[config.mk]
export PLATFORM = sky130hd
export DESIGN_NAME = hiccup_ocp_ctrl
export DESIGN_NICKNAME = d
export VERILOG_FILES = /design/src/rtl/hiccup_ocp_pkg.sv /design/src/rtl/ocp_event_counter.sv /design/src/rtl/ocp_wait_timer.sv /design/src/rtl/ocp_cycle_actions.sv /design/src/rtl/hiccup_ocp_ctrl.sv
export SDC_FILE = /design/constraint.sdc
export NUM_CORES = 1
export LEC_CHECK = 0
export ABC_CLOCK_PERIOD_IN_PS = 1500
export BUFFER_PORTS_ARGS = -buffer_cell sky130_fd_sc_hd__buf_2
export CELL_PAD_IN_SITES_DETAIL_PLACEMENT = 1
export CELL_PAD_IN_SITES_GLOBAL_PLACEMENT = 1
export CORE_MARGIN = 8
export CORE_UTILIZATION = 40
export DETAILED_ROUTE_END_ITERATION = 8
export HOLD_SLACK_MARGIN = 0.03
export PLACE_DENSITY_LB_ADDON = 0.1
export SLEW_MARGIN = 10
export SYNTH_ARGS = -nofsm -noshare
export SYNTH_HDL_FRONTEND = slang
export SYNTH_SLANG_ARGS = --single-unit
[constraint.sdc]
create_clock -name clk -period 1.5 [get_ports clk]
set_input_delay 0.15 -clock clk [delete_from_list [all_inputs] [get_ports clk]]
set_output_delay 0.15 -clock clk [all_outputs]
set_load 0.005 [all_outputs]
[src/rtl/hiccup_ocp_pkg.sv]
package hiccup_ocp_pkg;

    typedef enum logic {
        ST_RUN    = 1'b0,
        ST_HICCUP = 1'b1
    } hocp_state_e;

endpackage

[src/rtl/ocp_event_counter.sv]
module ocp_event_counter #(
    parameter int CNT_W = 3
) (
    input  logic clk,
    input  logic rst_n,
    input  logic clr,
    input  logic step,
    input  logic hit,
    output logic trip
);
    localparam logic [CNT_W-1:0] CNT_TOP = {CNT_W{1'b1}};

    logic [CNT_W-1:0] cnt;

    always_ff @(posedge clk or negedge rst_n) begin
        if (!rst_n) begin
            cnt <= '0;
        end else if (clr) begin
            cnt <= '0;
        end else if (step) begin
            if (hit) begin
                if (cnt != CNT_TOP) cnt <= cnt + 1'b1;
            end else if (cnt != '0) begin
                cnt <= cnt - 1'b1;
            end
        end
    end

    // the event that would take the count to its top value
    assign trip = step && hit && (cnt == CNT_TOP - 1'b1);

    assert_hold_zero_R2: assert property (@(posedge clk) disable iff (!rst_n)
        (step && !hit && !clr && cnt == '0) |=> (cnt == '0));

    assert_count_up_R2: assert property (@(posedge clk) disable iff (!rst_n)
        (step && hit && !clr && cnt != CNT_TOP) |=> (cnt == $past(cnt) + 1'b1));

    assert_count_down_R2: assert property (@(posedge clk) disable iff (!rst_n)
        (step && !hit && !clr && cnt != '0) |=> (cnt == $past(cnt) - 1'b1));

    assert_clear_on_trip_R6: assert property (@(posedge clk) disable iff (!rst_n)
        clr |=> (cnt == '0));

endmodule

[src/rtl/ocp_wait_timer.sv]
module ocp_wait_timer #(
    parameter int WAIT_CYCLES = 4096
) (
    input  logic clk,
    input  logic rst_n,
    input  logic run,
    input  logic step,
    output logic done
);
    localparam int TW = (WAIT_CYCLES > 1) ? $clog2(WAIT_CYCLES) : 1;
    localparam logic [TW-1:0] LAST = TW'(WAIT_CYCLES - 1);

    logic [TW-1:0] cnt;

    always_ff @(posedge clk or negedge rst_n) begin
        if (!rst_n) begin
            cnt <= '0;
        end else if (!run) begin
            cnt <= '0;
        end else if (step) begin
            cnt <= (cnt == LAST) ? '0 : cnt + 1'b1;
        end
    end

    assign done = run && step && (cnt == LAST);

    assert_hold_between_strobes_R4: assert property (@(posedge clk) disable iff (!rst_n)
        (run && !step) |=> $stable(cnt));

    assert_advance_on_strobe_R4: assert property (@(posedge clk) disable iff (!rst_n)
        (run && step && cnt != LAST) |=> (cnt == $past(cnt) + 1'b1));

endmodule

[src/rtl/ocp_cycle_actions.sv]
module ocp_cycle_actions (
    input  logic clk,
    input  logic rst_n,
    input  logic en,
    input  logic cyc_stb,
    input  logic valley_hit,
    input  logic sink_hit,
    input  logic ls_window,
    output logic skip_pulse,
    output logic ls_force_off
);
    always_ff @(posedge clk or negedge rst_n) begin
        if (!rst_n) begin
            skip_pulse <= 1'b0;
        end else if (!en) begin
            skip_pulse <= 1'b0;
        end else if (cyc_stb) begin
            skip_pulse <= valley_hit;
        end
    end

    always_ff @(posedge clk or negedge rst_n) begin
        if (!rst_n) begin
            ls_force_off <= 1'b0;
        end else if (!en || cyc_stb) begin
            ls_force_off <= 1'b0;
        end else if (ls_window && sink_hit) begin
            ls_force_off <= 1'b1;
        end
    end

    assert_skip_cause_R7: assert property (@(posedge clk) disable iff (!rst_n)
        $rose(skip_pulse) |-> $past(cyc_stb && valley_hit));

    assert_force_cause_R8: assert property (@(posedge clk) disable iff (!rst_n)
        $rose(ls_force_off) |-> $past(sink_hit && ls_window));

    assert_force_release_R8: assert property (@(posedge clk) disable iff (!rst_n)
        $fell(ls_force_off) |-> $past(cyc_stb || !en));

endmodule

[src/rtl/hiccup_ocp_ctrl.sv]
module hiccup_ocp_ctrl
    import hiccup_ocp_pkg::*;
#(
    parameter int CNT_W       = 3,
    parameter int WAIT_CYCLES = 4096
) (
    input  logic clk,
    input  logic rst_n,
    input  logic cyc_stb,
    input  logic valley_hit,
    input  logic sink_hit,
    input  logic ls_window,
    output logic skip_pulse,
    output logic ls_force_off,
    output logic hiccup_on,
    output logic pg_force_low,
    output logic ss_restart
);
    hocp_state_e state, state_nxt;
    logic        trip, wait_done, in_run, act_en;

    assign in_run = (state == ST_RUN);
    assign act_en = in_run && !trip;

    ocp_event_counter #(.CNT_W(CNT_W)) u_events (
        .clk   (clk),
        .rst_n (rst_n),
        .clr   (trip),
        .step  (cyc_stb && in_run),
        .hit   (valley_hit),
        .trip  (trip)
    );

    ocp_wait_timer #(.WAIT_CYCLES(WAIT_CYCLES)) u_wait (
        .clk   (clk),
        .rst_n (rst_n),
        .run   (state == ST_HICCUP),
        .step  (cyc_stb),
        .done  (wait_done)
    );

    ocp_cycle_actions u_actions (
        .clk          (clk),
        .rst_n        (rst_n),
        .en           (act_en),
        .cyc_stb      (cyc_stb),
        .valley_hit   (valley_hit),
        .sink_hit     (sink_hit),
        .ls_window    (ls_window),
        .skip_pulse   (skip_pulse),
        .ls_force_off (ls_force_off)
    );

    // transitions: TRIP (run -> hiccup), TIMEOUT (hiccup -> run)
    always_comb begin
        state_nxt = state;
        unique case (state)
            ST_RUN:    if (trip)      state_nxt = ST_HICCUP;
            ST_HICCUP: if (wait_done) state_nxt = ST_RUN;
            default:                  state_nxt = ST_RUN;
        endcase
    end

    always_ff @(posedge clk or negedge rst_n) begin
        if (!rst_n) state <= ST_RUN;
        else        state <= state_nxt;
    end

    always_ff @(posedge clk or negedge rst_n) begin
        if (!rst_n) begin
            hiccup_on    <= 1'b0;
            pg_force_low <= 1'b0;
            ss_restart   <= 1'b0;
        end else begin
            hiccup_on    <= (state_nxt == ST_HICCUP);
            pg_force_low <= (state_nxt == ST_HICCUP);
            ss_restart   <= (state == ST_HICCUP) && (state_nxt == ST_RUN);
        end
    end

    assert_hiccup_entry_R3: assert property (@(posedge clk) disable iff (!rst_n)
        $rose(hiccup_on) |-> $past(cyc_stb && valley_hit));

    assert_hiccup_exit_R4: assert property (@(posedge clk) disable iff (!rst_n)
        $fell(hiccup_on) |-> ss_restart);

    assert_restart_single_R4: assert property (@(posedge clk) disable iff (!rst_n)
        ss_restart |=> !ss_restart);

    assert_pg_with_hiccup_R5: assert property (@(posedge clk) disable iff (!rst_n)
        $rose(pg_force_low) |-> $rose(hiccup_on));

    assert_quiet_in_hiccup_R9: assert property (@(posedge clk) disable iff (!rst_n)
        hiccup_on |-> (!skip_pulse && !ls_force_off));

endmodule

Yosys cells after proc, flatten, opt, wreduce, memory -nomap -nowiden
Index checks and enable logic that the tools add are counted.
{ "classes": {"add_sub_neg": 3, "multipliers": 0, "div": 0, "order_cmp": 0, "n_eq_ne": 6, "n_shift": 0, "muxes": 15, "n_bitwise": 2, "n_reduce_logical": 16} }
{ "ops": {"columns": ["operator", "count"], "rows": [
  ["$mux 12", 3],
  ["$mux 3", 5],
  ["$add 12x1->12 const B", 1],
  ["$eq 12x12->1 const B", 1],
  ["$logic_and 1x1->1", 8],
  ["$mux 1", 6],
  ["$reduce_bool 3->1", 2],
  ["$ne 2x2->1 const B", 2],
  ["$reduce_bool 2->1", 2],
  ["$add 3x1->3 const B", 1],
  ["$eq 3x3->1 const B", 1],
  ["$ne 3x1->1 const B", 1],
  ["$ne 3x3->1 const B", 1],
  ["$reduce_and 3->1", 1],
  ["$sub 3x1->3 const B", 1],
  ["$logic_not 1->1", 2],
  ["$not 1->1", 2],
  ["$pmux 1 s2", 1],
  ["$logic_or 1x1->1", 1]
]} }
{ "totals": {"regBits": 19, "latch_bits": 0, "mem_bits_rw": 0, "mem_bits_ro": 0, "input_bits": 6, "word_cells": 48, "memories": 0} }

Logic depth before layout (Yosys ltp)
{ "depth": {"ltp_word": 9, "depth_mapped": 6} }

Hierarchy
Synthesis repeated with hierarchy kept, for this count alone.
{ "unflattened": {"hier_cells": 110, "hier_area_um2": 1096.1} }
{ "by_module_without_submodules": {"columns": ["module", "instances", "cells_each", "area_per_inst_um2"], "rows": [
  ["ocp_wait_timer", 1, 69, 675.6],
  ["ocp_event_counter", 1, 27, 254.0],
  ["hiccup_ocp_ctrl", 1, 8, 87.6],
  ["ocp_cycle_actions", 1, 6, 78.8]
]} }

Least setup slack after synthesis
No wires, ideal clock.
{ "synth_path": {"path_type": "register -> register", "from": "register u_wait.cnt[0]", "to": "register hiccup_on", "setup_ps": 121, "t_arrival_ps": 1415, "required_time_ps": 1379, "setup_slack_ps": -36, "path_stages_with_launch": 6, "path_buffers": 0, "period_less_slack_ps": 1536, "path_cell_list": "dfrtp_1 -> ha_1 -> nand4_1 -> nor4_2 -> or2b_1 -> nand2_1"} }
{ "synth_between": {"elab_chain_cells": 4} }
{ "synth_rtl": {"columns": ["element", "line_no", "rtl"], "rows": [
  ["start, declared", "ocp_wait_timer.sv:13", "logic [TW-1:0] cnt;"],
  ["start signal, assigned", "ocp_wait_timer.sv:21", "cnt <= (cnt == LAST) ? '0 : cnt + 1'b1;"],
  ["$eq 12x12->1", "ocp_wait_timer.sv:25", "assign done = run && step && (cnt == LAST);"],
  ["$logic_and 1x1->1", "ocp_wait_timer.sv:25", null],
  ["$mux 1", "hiccup_ocp_ctrl.sv:59", "ST_HICCUP: if (wait_done) state_nxt = ST_RUN;"],
  ["$pmux 1 s2", "hiccup_ocp_ctrl.sv:57", "unique case (state)"],
  ["net state_nxt", "hiccup_ocp_ctrl.sv:19", "hocp_state_e state, state_nxt;"],
  ["end signal, assigned", "hiccup_ocp_ctrl.sv:75", "hiccup_on <= (state_nxt == ST_HICCUP);"],
  ["end, declared", "hiccup_ocp_ctrl.sv:15", "output logic hiccup_on,"]
]} }
The timed path passes the listed nets, and every way through them passes these cells.
A chain may end at the register's enable or synchronous reset.

Final worst setup path
{ "layout_path": {"from": "register u_events.cnt[1]", "to": "register u_events.cnt[2]"} }
{ "layout_between": {"elab_chain_cells": 5, "elab_cells_between_ends": 15} }
{ "layout_rtl": {"columns": ["element", "line_no", "rtl"], "rows": [
  ["start, declared", "ocp_event_counter.sv:13", "logic [CNT_W-1:0] cnt;"],
  ["start signal, assigned", "ocp_event_counter.sv:22", "if (cnt != CNT_TOP) cnt <= cnt + 1'b1;"],
  ["start signal, assigned", "ocp_event_counter.sv:24", "cnt <= cnt - 1'b1;"],
  ["$sub 3x1->3 / $add 3x1->3 (equally long branches)", "ocp_event_counter.sv:24, ocp_event_counter.sv:22", null],
  ["$mux 3 (on tied branches)", "ocp_event_counter.sv:23, ocp_event_counter.sv:22", null],
  ["$mux 3", "ocp_event_counter.sv:21", "if (hit) begin"],
  ["$mux 3", "ocp_event_counter.sv:20", "end else if (step) begin"],
  ["$mux 3", "ocp_event_counter.sv:18", "end else if (clr) begin"]
]} }
Several ways; a longest one is shown, not always the timed one. The select of a mux whose other input is x is not followed.

==> results.json <==
{
  "worstSetupPathType": "reg -> reg",
  "syn-num-nets": 113,
  "p_per_area_nw_per_um2": 1292,
  "fillers": 290,
  "drt_iter0_markers": 40,
  "cp_slowest_cell": "dfrtp_1",
  "grt_overflow_total": 0,
  "slew_violations": 0,
  "diodes": 0,
  "setup_violations": 0,
  "grt_antenna_before_repair": 0,
  "max_slew_margin_pct": 69.07,
  "synth-async-reset-ratio_pct": 100.0,
  "routed-wl-met3_um": 93,
  "finalCriticalPeriod_ns": 1.493,
  "whs_ns": 0.1413,
  "hpwlAfterDp_mm": 1.848,
  "cts_root_buf": "clkbuf_4",
  "yosys.area.top_type": "dfrtp_1",
  "p_total_mw": 1.697,
  "dp.cells": 154,
  "multi_input_area_um2": 579.3,
  "clockBufferDepth": 2,
  "cp_slowest_stage_delay_ns": 0.43,
  "top_layer_used": "met4",
  "final_cell_area_um2": 1314,
  "ys_seq_area_share_pct": 45.29,
  "io_pins": 11,
  "utilization_pct": 53.03,
  "path_buf_inv": 0,
  "nets": 139,
  "grt_pass1_wl_mm": 4.381,
  "max_freq_mhz": 669.6,
  "crit_path_max_fanout": 4,
  "synth_seq_cells": 19,
  "tns_ns": 0,
  "dieArea_um2": 4520,
  "rows": 18,
  "place_area_um2": 1227,
  "setup_ws_ns": 0.006501,
  "synth-main-ff-cell": "dfrtp_1",
  "vias": 844,
  "ys_types": 34,
  "hold_path.class": "in -> reg",
  "grt_max_degree": 21,
  "htreeDepth": 1,
  "dpl_worst_slack_ns": -0.1016,
  "insertion_delay_ns": 0.29,
  "yosys.area.top_type_share_pct": 45.29,
  "grt_pass1_vias": 916,
  "syn_inst": 105,
  "drc": 0,
  "yosysMostFrequentCell": "dfrtp_1",
  "yosys-top-cells-count": "dfrtp_1 (19), nand2_1 (11), nor2_1 (8)",
  "cts.sinks": 19,
  "area_growth_pct": 25.15,
  "regArea_um2": 475.5,
  "hold_violations": 0,
  "clk_pin_slew_ns": 0.11,
  "port_buffers": 10,
  "track_usage_pct": 12.64,
  "skew_ns": 0.002052,
  "avgSynthCellArea_um2": 9.998,
  "wl_mm": 2.529,
  "vias_per_cell": 5.275,
  "rsz0062_at_grt": "true",
  "synth_edf_count": 0,
  "cap_violations": 0,
  "dieWidth_um": 67.23,
  "wl_met1_mm": 1.133,
  "p_leak_nw": 0.5805,
  "final_antenna_net_count": 0,
  "tightest_slew_ns": 0.4590,
  "yosys_warnings": 0,
  "wl_per_cell_um": 15.81,
  "crit_family": "flip-flops",
  "start_util_pct": 42.37,
  "die_y_um": 67.23,
  "final_cells": 160,
  "status": "complete, no violations",
  "numCtsBuffers": 3,
  "cts_tree": "built",
  "ys_top_cells_by_area": "dfrtp_1 (45%), xnor2_1 (5.0%), mux2i_1 (4.8%)",
  "finalCritPeriodShare_pct": 99.57,
  "met2_length_mm": 1.250,
  "gp_congestion": 0.7223,
  "cp-start-kind": "flop",
  "path_cells": "fa_2 -> nor3b_2 -> mux2i_1 -> o22ai_2 -> a211oi_2",
  "drive_gt1_share_pct": 30.77,
  "synthesis.area_um2": 1050,
  "cp-end-kind": "flop",
  "core_area_um2": 2477,
  "vdd_ir_drop_max_mv": 0.8698,
  "worstPathRequired_ns": 1.67,
  "drtPass1Iterations": 4,
  "arrival_ns": 1.66
}
## final timing paths
kind,start,end,slack [ns],cells past startpoint
min in group asynchronous,rst_n,u_wait.cnt[2],0.31,2
worst min-delay path,cyc_stb,u_wait.cnt[1],0.14,2
worst min register to register,u_actions.skip_pulse,u_actions.skip_pulse,0.55,2
max in group asynchronous,rst_n,u_wait.cnt[9],0.88,2
worst max-delay path,u_events.cnt[1],u_events.cnt[2],0.007,5
worst max register to register,u_events.cnt[1],u_events.cnt[2],0.007,5
## state kept, by name, indices dropped and copies added (netlist names)
signal	cells
u_actions.skip_pulse	1
u_wait.cnt	12
hiccup_on	1
ss_restart	1
u_events.cnt	3
u_actions.ls_force_off	1
## metal layers
metal | global-route usage (%) | vias to the layer above
met2 | 21.98 | 15
met1 | 14.57 | 407
li1 | - | 418
met5 | 0 | -
met3 | 2.483 | 4
met4 | 6.005 | 0
## cell type report
type / count / area share (%)
flip-flops and latches: 19 / 36.19
multi-input cells: 77 / 44.10
repair buffers: 27 / 14.00
inverters: 3 / 0.8571
clock buffers: 4 / 2.000
well taps: 30 / 2.857
## report_power, final
group | switching [mW] | internal [mW]
sequential | 0.0987 | 0.605
combinational | 0.398 | 0.330
clock | 0.162 | 0.103
total | 0.659 | 1.04
## logic make-up after synthesis
family / count (synthesis) / share of synthesized area, %
AND/OR/NAND/NOR: 48 / 27.53
multiplexers: 5 / 4.768
flip-flops: 19 / 45.29
AO/OA/AOI/OAI: 14 / 8.583
buffers and inverters: 9 / 4.051
XOR/XNOR: 8 / 6.675
adder cells (fa/ha/maj): 2 / 3.099
## repair_timing
item,in CTS,in global routing
setup buffers,0,1
pin swaps,2,2
hold buffers,1,0
setup endpoints to repair,1,6
gates resized for setup,4,5
endpoints found under the hold margin,19,0
## layout by cell type (no fill, tap or decap), types with 2 or more instances in the layout
master / Yosys / layout
nand4_1: 2 / 2
buf_4: 2 / 15
o21ai_0: 2 / 2
nor2b_1: 2 / 2
mux2i_1: 5 / 5
nor4b_1: 3 / 3
xor2_1: 2 / 2
nor3_2: 0 / 2
clkbuf_4: 0 / 3
nor3_1: 5 / 3
nor2_1: 8 / 8
nand2_1: 11 / 10
buf_2: 1 / 10
nand3_1: 3 / 3
and2_1: 6 / 6
a21oi_1: 4 / 4
dfrtp_1: 19 / 19
inv_1: 3 / 3
xnor2_1: 6 / 6
nor4_4: 1 / 2
No activity file was read; power rests on OpenSTA's default activity.
